File: src/rtl/flash_rd_pkg.sv
package flash_rd_pkg;
  typedef enum logic [2:0] {
    ST_IDLE,
    ST_CMD,
    ST_ADDR_S,
    ST_ADDR_D,
    ST_LAT,
    ST_OUT,
    ST_DROP
  } seq_state_e;

  localparam logic [7:0] OP_READ = 8'h03;
  localparam logic [7:0] OP_FAST = 8'h0B;
  localparam logic [7:0] OP_DOUT = 8'h3B;
  localparam logic [7:0] OP_DIO  = 8'hBB;
endpackage

File: src/rtl/flash_sync.sv
module flash_sync #(
  parameter int unsigned         W       = 1,
  parameter int unsigned         STAGES  = 2,
  parameter logic [W-1:0]        RST_VAL = '0
) (
  input  logic         clk_i,
  input  logic         rst_ni,
  input  logic [W-1:0] d_i,
  output logic [W-1:0] q_o
);
  for (genvar i = 0; i < STAGES; i++) begin : g_stg
    logic [W-1:0] q;
    if (i == 0) begin : g_first
      always_ff @(posedge clk_i or negedge rst_ni) begin
        if (!rst_ni) q <= RST_VAL;
        else         q <= d_i;
      end
    end else begin : g_next
      always_ff @(posedge clk_i or negedge rst_ni) begin
        if (!rst_ni) q <= RST_VAL;
        else         q <= g_stg[i-1].q;
      end
    end
  end

  assign q_o = g_stg[STAGES-1].q;
endmodule

File: src/rtl/flash_rom.sv
module flash_rom #(
  parameter int unsigned AW = 8
) (
  input  logic [AW-1:0] addr_i,
  output logic [7:0]    data_o
);
  logic [7:0] a8;
  assign a8     = 8'(addr_i);
  assign data_o = a8 * 8'd37 + 8'd165;
endmodule

File: src/rtl/flash_rd_fsm.sv
module flash_rd_fsm
  import flash_rd_pkg::*;
#(
  parameter int unsigned ADDR_BITS  = 24,
  parameter int unsigned MODE_BITS  = 8,
  parameter int unsigned ARRAY_AW   = 8,
  parameter int unsigned LAT_CODE_W = 2,
  parameter int unsigned LAT_STEP   = 2
) (
  input  logic                  clk_i,
  input  logic                  rst_ni,
  input  logic                  cs_act_i,
  input  logic                  sck_rise_i,
  input  logic [1:0]            io_i,
  input  logic [LAT_CODE_W-1:0] lat_code_i,
  output seq_state_e            state_o,
  output logic                  start_o,
  output logic                  dual_o,
  output logic [ARRAY_AW-1:0]   addr_o
);
  localparam int unsigned DIO_CYC  = (ADDR_BITS + MODE_BITS) / 2;
  localparam int unsigned DIO_ACYC = ADDR_BITS / 2;
  localparam int unsigned LAT_MAX  = (2**LAT_CODE_W - 1) * LAT_STEP;
  localparam int unsigned SPAN_A   = (ADDR_BITS > DIO_CYC) ? ADDR_BITS : DIO_CYC;
  localparam int unsigned SPAN     = (SPAN_A > LAT_MAX) ? SPAN_A : LAT_MAX;
  localparam int unsigned CNT_W    = $clog2(SPAN + 1);

  seq_state_e         state_q;
  logic [CNT_W-1:0]   cnt_q;
  logic [CNT_W-1:0]   lat_n;
  logic [7:0]         cmd_q;
  logic [7:0]         cmd_nxt;
  logic [ARRAY_AW-1:0] addr_q;
  logic               dual_q;
  logic               start_q;
  logic               skip_lat;

  assign lat_n    = CNT_W'(int'(lat_code_i) * LAT_STEP);
  assign cmd_nxt  = {cmd_q[6:0], io_i[0]};
  assign skip_lat = (cmd_q == OP_READ) || (lat_n == '0);

  always_ff @(posedge clk_i or negedge rst_ni) begin
    if (!rst_ni) begin
      state_q <= ST_IDLE;
      cnt_q   <= '0;
      cmd_q   <= '0;
      addr_q  <= '0;
      dual_q  <= 1'b0;
      start_q <= 1'b0;
    end else begin
      start_q <= 1'b0;
      if (!cs_act_i) begin
        state_q <= ST_IDLE;
        cnt_q   <= '0;
      end else begin
        unique case (state_q)
          ST_IDLE: begin
            state_q <= ST_CMD;
            cnt_q   <= '0;
          end
          ST_CMD: if (sck_rise_i) begin
            cmd_q <= cmd_nxt;
            cnt_q <= cnt_q + 1'b1;
            if (cnt_q == CNT_W'(7)) begin
              cnt_q <= '0;
              unique case (cmd_nxt)
                OP_READ, OP_FAST: begin state_q <= ST_ADDR_S; dual_q <= 1'b0; end
                OP_DOUT:          begin state_q <= ST_ADDR_S; dual_q <= 1'b1; end
                OP_DIO:           begin state_q <= ST_ADDR_D; dual_q <= 1'b1; end
                default:          state_q <= ST_DROP;
              endcase
            end
          end
          ST_ADDR_S: if (sck_rise_i) begin
            addr_q <= {addr_q[ARRAY_AW-2:0], io_i[0]};
            cnt_q  <= cnt_q + 1'b1;
            if (cnt_q == CNT_W'(ADDR_BITS - 1)) begin
              cnt_q   <= '0;
              start_q <= 1'b1;
              state_q <= skip_lat ? ST_OUT : ST_LAT;
            end
          end
          ST_ADDR_D: if (sck_rise_i) begin
            // mode bits follow the address and are not kept
            if (cnt_q < CNT_W'(DIO_ACYC)) addr_q <= {addr_q[ARRAY_AW-3:0], io_i};
            cnt_q <= cnt_q + 1'b1;
            if (cnt_q == CNT_W'(DIO_CYC - 1)) begin
              cnt_q   <= '0;
              start_q <= 1'b1;
              state_q <= skip_lat ? ST_OUT : ST_LAT;
            end
          end
          ST_LAT: if (sck_rise_i) begin
            cnt_q <= cnt_q + 1'b1;
            if (cnt_q == lat_n - 1'b1) begin
              cnt_q   <= '0;
              state_q <= ST_OUT;
            end
          end
          ST_OUT, ST_DROP: ;
          default: state_q <= ST_IDLE;
        endcase
      end
    end
  end

  assign state_o = state_q;
  assign start_o = start_q;
  assign dual_o  = dual_q;
  assign addr_o  = addr_q;
endmodule

File: src/rtl/flash_rd_shift.sv
module flash_rd_shift #(
  parameter int unsigned AW = 8
) (
  input  logic          clk_i,
  input  logic          rst_ni,
  input  logic          cs_act_i,
  input  logic          start_i,
  input  logic [AW-1:0] addr_i,
  input  logic          run_i,
  input  logic          dual_i,
  input  logic          sck_fall_i,
  input  logic [7:0]    rd_data_i,
  output logic [AW-1:0] rd_addr_o,
  output logic [1:0]    io_o,
  output logic [1:0]    oe_o
);
  logic [AW-1:0] addr_q;
  logic [7:0]    sh_q;
  logic [2:0]    phase_q;
  logic [2:0]    last_phase;
  logic [1:0]    out_q;
  logic [1:0]    oe_q;

  assign last_phase = dual_i ? 3'd3 : 3'd7;

  always_ff @(posedge clk_i or negedge rst_ni) begin
    if (!rst_ni) begin
      addr_q  <= '0;
      sh_q    <= '0;
      phase_q <= '0;
      out_q   <= '0;
      oe_q    <= '0;
    end else if (!cs_act_i) begin
      oe_q    <= '0;
      phase_q <= '0;
    end else begin
      if (start_i) begin
        addr_q  <= addr_i;
        phase_q <= '0;
      end
      if (run_i && sck_fall_i) begin
        oe_q    <= dual_i ? 2'b11 : 2'b10;
        phase_q <= (phase_q == last_phase) ? 3'd0 : phase_q + 3'd1;
        if (phase_q == 3'd0) begin
          out_q  <= dual_i ? rd_data_i[7:6] : {rd_data_i[7], 1'b0};
          sh_q   <= dual_i ? {rd_data_i[5:0], 2'b00} : {rd_data_i[6:0], 1'b0};
          addr_q <= addr_q + 1'b1;
        end else begin
          out_q <= dual_i ? sh_q[7:6] : {sh_q[7], 1'b0};
          sh_q  <= dual_i ? {sh_q[5:0], 2'b00} : {sh_q[6:0], 1'b0};
        end
      end
    end
  end

  assign rd_addr_o = addr_q;
  assign io_o      = out_q;
  assign oe_o      = oe_q;
endmodule

File: src/rtl/flash_rd_seq.sv
module flash_rd_seq
  import flash_rd_pkg::*;
#(
  parameter int unsigned ADDR_BITS   = 24,
  parameter int unsigned MODE_BITS   = 8,
  parameter int unsigned ARRAY_AW    = 8,
  parameter int unsigned LAT_CODE_W  = 2,
  parameter int unsigned LAT_STEP    = 2,
  parameter int unsigned SYNC_STAGES = 2
) (
  input  logic                  clk_i,
  input  logic                  rst_ni,
  input  logic                  sck_i,
  input  logic                  cs_ni,
  input  logic [1:0]            io_i,
  input  logic [LAT_CODE_W-1:0] lat_code_i,
  output logic [1:0]            io_o,
  output logic [1:0]            io_oe_o
);
  logic [3:0]          bus_s;
  logic                sck_q;
  logic                sck_s;
  logic                cs_act;
  logic                sck_rise;
  logic                sck_fall;
  logic [1:0]          io_s;
  seq_state_e          state;
  logic                start;
  logic                dual;
  logic [ARRAY_AW-1:0] start_addr;
  logic [ARRAY_AW-1:0] rd_addr;
  logic [7:0]          rd_data;
  logic [1:0]          oe_q;

  flash_sync #(.W(4), .STAGES(SYNC_STAGES), .RST_VAL(4'b1000)) u_sync (
    .clk_i (clk_i),
    .rst_ni(rst_ni),
    .d_i   ({cs_ni, sck_i, io_i}),
    .q_o   (bus_s)
  );

  assign cs_act = ~bus_s[3];
  assign sck_s  = bus_s[2];
  assign io_s   = bus_s[1:0];

  always_ff @(posedge clk_i or negedge rst_ni) begin
    if (!rst_ni) sck_q <= 1'b0;
    else         sck_q <= sck_s;
  end

  assign sck_rise = sck_s & ~sck_q;
  assign sck_fall = ~sck_s & sck_q;

  flash_rd_fsm #(
    .ADDR_BITS (ADDR_BITS),
    .MODE_BITS (MODE_BITS),
    .ARRAY_AW  (ARRAY_AW),
    .LAT_CODE_W(LAT_CODE_W),
    .LAT_STEP  (LAT_STEP)
  ) u_fsm (
    .clk_i     (clk_i),
    .rst_ni    (rst_ni),
    .cs_act_i  (cs_act),
    .sck_rise_i(sck_rise),
    .io_i      (io_s),
    .lat_code_i(lat_code_i),
    .state_o   (state),
    .start_o   (start),
    .dual_o    (dual),
    .addr_o    (start_addr)
  );

  flash_rom #(.AW(ARRAY_AW)) u_rom (
    .addr_i(rd_addr),
    .data_o(rd_data)
  );

  flash_rd_shift #(.AW(ARRAY_AW)) u_shift (
    .clk_i     (clk_i),
    .rst_ni    (rst_ni),
    .cs_act_i  (cs_act),
    .start_i   (start),
    .addr_i    (start_addr),
    .run_i     (state == ST_OUT),
    .dual_i    (dual),
    .sck_fall_i(sck_fall),
    .rd_data_i (rd_data),
    .rd_addr_o (rd_addr),
    .io_o      (io_o),
    .oe_o      (oe_q)
  );

  // release the lines without waiting for the synchronizer
  assign io_oe_o = oe_q & {2{~cs_ni}};
endmodule

File: config.mk
export PLATFORM = sky130hd
export DESIGN_NAME = flash_rd_seq
export DESIGN_NICKNAME = d
export VERILOG_FILES = /design/src/rtl/flash_rd_pkg.sv /design/src/rtl/flash_sync.sv /design/src/rtl/flash_rom.sv /design/src/rtl/flash_rd_fsm.sv /design/src/rtl/flash_rd_shift.sv /design/src/rtl/flash_rd_seq.sv
export SDC_FILE = /design/constraint.sdc
export NUM_CORES = 1
export LEC_CHECK = 0
export ABC_AREA = 0
export CAP_MARGIN = 10
export CELL_PAD_IN_SITES_DETAIL_PLACEMENT = 1
export CELL_PAD_IN_SITES_GLOBAL_PLACEMENT = 1
export CORE_UTILIZATION = 48
export CTS_CLUSTER_SIZE = 12
export DETAILED_ROUTE_END_ITERATION = 8
export GPL_TIMING_DRIVEN = 0
export PLACE_DENSITY_LB_ADDON = 0.1
export SETUP_SLACK_MARGIN = 0.05
export SYNTH_ARGS = -nofsm -noshare
export SYNTH_HDL_FRONTEND = slang
export SYNTH_SLANG_ARGS = --single-unit
File: constraint.sdc
create_clock -name clk_i -period 4.3 [get_ports clk_i]
set_input_delay 0.86 -clock clk_i [delete_from_list [all_inputs] [get_ports clk_i]]
set_output_delay 0.86 -clock clk_i [all_outputs]
set_load 0.03 [all_outputs]
==> summary.md <==
| Metric | Value |
|---|---|
| P_sw | `0.0008565 W` |
| Post-Layout Cell Count | `489` |
| TritonCTS Sinks | `57` |
| Die Height | `87.78 µm` |
| # fillers | `802` |
| Worst-margin pin slew | `0.6627 ns` |
| Top post-synthesis cells by area | `dfrtp_1 (39%), ha_1 (8.1%), mux2i_1 (3.7%), o21ai_0 (3.5%), nand2_1 (3.5%)` |
| Vias per cell | `5.834` |
| Gpl congestion | `0.8362` |
| Synthesis-stage register bit count | `57` |
| CTS Buf Count | `9` |
| Yosys top cell by area | `dfrtp_1` |
| Detailed Routing Iterations Pass 1 | `4` |
| Compound-cell area share of the yosys netlist | `16.76%` |
| VDD IR-drop max | `0.2790 mV` |
| Clock Pin Slew Worst Setup and Hold Paths | `0.08 ns` |
| RR Startpoint | `u_shift.rd_addr_o[0]$_DFFE_PN0N_` |
| Power per cell area | `552.2 nW/µm²` |
| Worst R2R Setup Slack | `1.12 ns` |
| Avg WL per Cell | `17.28 µm` |
| Critical path peak fanout | `10` |
| Top FF cell, synth | `dfrtp_1` |
| Total grt overflow | `0` |
| Largest family of logic cells by synthesized area | `simple AND/OR/NAND/NOR gates` |
| RSZ-0062 raised after global routing | `no` |
| Status | `completed` |
| Global-route wire length before repair | `14410 µm` |
| Tcrit/Tclk final | `74.03%` |
| Combinational power share | `42.4%` |
| Setup crit end | `u_shift.io_o[1]$_DFFE_PN0P_` |
| Synth cell types | `63` |
| Initial core utilization | `50.86%` |
| Register area share after synthesis | `40.45%` |
| Post-CTS Resized | `0` |
| Crit path kind | `reg -> reg` |
| Syn nets | `398` |
| Reg area | `1429 µm²` |
| Synth Area in XOR/XNOR | `4.499%` |
| Asr flop ratio synth | `100.0%` |
| Final setup TNS | `0 ns` |
| P&R area growth vs syn | `12.75%` |
| Layout cells sized above 1 | `13.23%` |
| Root buf cell | `clkbuf_8` |
| Crit path launch | `u_shift.rd_addr_o[0]$_DFFE_PN0N_` |
| Die X | `87.78 µm` |
| Post-synthesis mux area share | `6.553%` |
| Via count | `2853` |
| Slew HR | `55.82%` |
| Antenna violations before repair | `0` |
| CTS tree | `yes` |
| DRT iter0 DRCs | `120` |
| Synthesized area per cell | `9.677 µm²` |
| Clk pwr share | `24.2%` |
| Post-Syn Instances | `365` |
| Post-Synth Adder-Cell Area | `9.281%` |
| Final hold violations | `0` |
| Max Freq | `0.3141 GHz` |
| Final max-slew violation count | `0` |
| Net Sw Frac | `38.95%` |
| Multi-input gate area | `1947 µm²` |
| Worst min-delay path category | `reg -> reg` |
| Sequential group share of total power | `33.4%` |
| Clock buffer depth | `2` |
| R2R Path End | `u_shift.io_o[1]$_DFFE_PN0P_` |
| Fin crit period | `3.183 ns` |
| Antenna viol nets, final | `0` |
| Commonest cells after routing, fill and taps aside | `dfrtp_1 (55), nand2_1 (33), nor2_1 (26)` |
| CP arrival | `3.42 ns` |
| Clk_lat worst skew | `0.35 ns` |
| Placed instance count | `473` |
| Cell Rows | `30` |
| Max cap viols | `0` |
| Vias in the first global route | `2970` |
| Final net count | `421` |
| Routed WL | `8450 µm` |
| # DRC | `0` |
| Port Buf Inserts | `11` |
| Setup repair bufs after CTS | `0` |
| H-tree levels | `3` |
| Pint | `0.001343 W` |
| Reg2Reg Depth | `10` |
| Core Area | `6944 µm²` |
| Mapped Area | `3532 µm²` |
| Worst path required time | `4.54 ns` |
| Warnings, synthesis | `0` |
| # diodes | `0` |
| Post-DP HPWL | `6106 µm` |
| Die ar. | `7705 µm²` |
| Clock skew | `0.01345 ns` |
| Post-synth EDFFs | `0` |
| Final setup vio count | `0` |
| Top-Level Pins | `12` |
| Critical Path Sink Type | `flip-flop` |
| Commonest non-fill, non-tap cell in the layout | `dfrtp_1` |
| Largest net degree at the start of global routing | `32` |
| Hold_buf cts | `0` |
| Startpoint Class | `flip-flop` |
| Top-area cell type share of the netlist area | `38.97%` |
| Leakage | `1.805 nW` |
| Post-Synth Simple-Gate Area | `18.03%` |
| GRT Resource Usage Total | `24.80%` |
-- state kept, by name (all words and copies together) (netlist names) --
| signal | count |
|---|---|
| sck_q | 1 |
| u_fsm.addr_o | 8 |
| u_fsm.cmd_q | 8 |
| u_fsm.cnt_q | 5 |
| u_fsm.dual_o | 1 |
| u_fsm.start_o | 1 |
| u_fsm.state_o | 3 |
| u_shift.io_o | 2 |
| u_shift.oe_o | 2 |
| u_shift.phase_q | 3 |
| u_shift.rd_addr_o | 8 |
| u_shift.sh_q | 7 |
| u_sync.g_stg.q | 4 |
| u_sync.q_o | 4 |
-- per-stage QoR --
stage	power, W	instance area (µm²)	hold WS [ns]	setup WS, ns	utilization, %
6_report	0.002199	3983	0.3405	1.117	57.35
5_1_grt	0.002363	3983	0.3478	0.8970	57.35
4_1_cts	0.002221	3983	0.3506	1.086	57.35
3_5_place_dp	0.001679	3777	0.3402	1.097	54.40
3_3_place_gp	0.001632	3762	0.3338	0.4775	54.18
2_1_floorplan	0.001443	3532	0.3312	1.272	-
-- power by group through the flow --
stage / clock network [W] / logic, W / registers (W)
6_report: 0.000532 / 0.000932 / 0.000735
5_1_grt: 0.000565 / 0.00105 / 0.000749
4_1_cts: 0.000542 / 0.000942 / 0.000736
3_5_place_dp: 0 / 0.000934 / 0.000745
3_3_place_gp: 0 / 0.000894 / 0.000738
2_1_floorplan: 0 / 0.000723 / 0.000720
-- cell usage after synthesis (8+ instances only) --
cell type,instances
mux2i_1,13
nor2b_1,11
inv_1,14
mux2_2,9
nand2_1,33
o21ai_0,25
a21oi_1,22
ha_1,23
dfrtp_1,55
nor2_1,26
nor3_1,9
buf_2,8
-- layout make-up --
class | count | share of cell area [%]
Buffer | 19 | 2.513
Clock buffer | 10 | 3.456
Clock inverter | 6 | 1.697
Inverter | 15 | 1.414
Multi-Input combinational cell | 274 | 48.88
Sequential cell | 57 | 35.88
Tap cell | 96 | 3.016
Timing Repair Buffer | 12 | 3.142
-- worst min path at each step --
stage | start | endpoint | slack, ns | cells past startpoint
final | u_sync.g_stg[0].q[1]$_DFF_PN0_ | u_sync.q_o[1]$_DFF_PN0_ | 0.34 | 0
after global routing | u_sync.g_stg[0].q[1]$_DFF_PN0_ | u_sync.q_o[1]$_DFF_PN0_ | 0.35 | 0
after CTS | u_sync.g_stg[0].q[1]$_DFF_PN0_ | u_sync.q_o[1]$_DFF_PN0_ | 0.35 | 0
after detailed placement | u_sync.g_stg[0].q[1]$_DFF_PN0_ | u_sync.q_o[1]$_DFF_PN0_ | 0.34 | 0
after global placement | u_sync.g_stg[0].q[0]$_DFF_PN0_ | u_sync.q_o[0]$_DFF_PN0_ | 0.33 | 0
after floorplan | u_sync.g_stg[0].q[0]$_DFF_PN0_ | u_sync.q_o[0]$_DFF_PN0_ | 0.33 | 0
-- cell families (layout without fill, tap and decap cells) --
group	after synthesis	count (layout)
compound gates	92	92
mux	22	22
buf+inv	34	62
fa+ha+maj	25	25
simple gates	120	120
flops	57	57
xor+xnor	15	15
-- worst max-delay path, cell delays in order (launching register included) --
cell      delay [ns]
dfrtp_1         0.58
inv_1           0.13
ha_1            0.32
ha_1            0.32
fa_1            0.47
ha_1            0.36
and3_1          0.20
a221oi_1        0.30
xnor2_1         0.16
a211oi_1        0.09
a21o_1          0.16
-- per-layer routing --
metal	up-vias	wire (µm)	track usage (%)
li1	1363	-	-
met1	1431	3757	29.62
met2	48	4365	43.83
met3	11	213	5.184
met4	0	114	9.240
met5	-	0	0
Note: power is estimated with default switching activity, not from simulation.
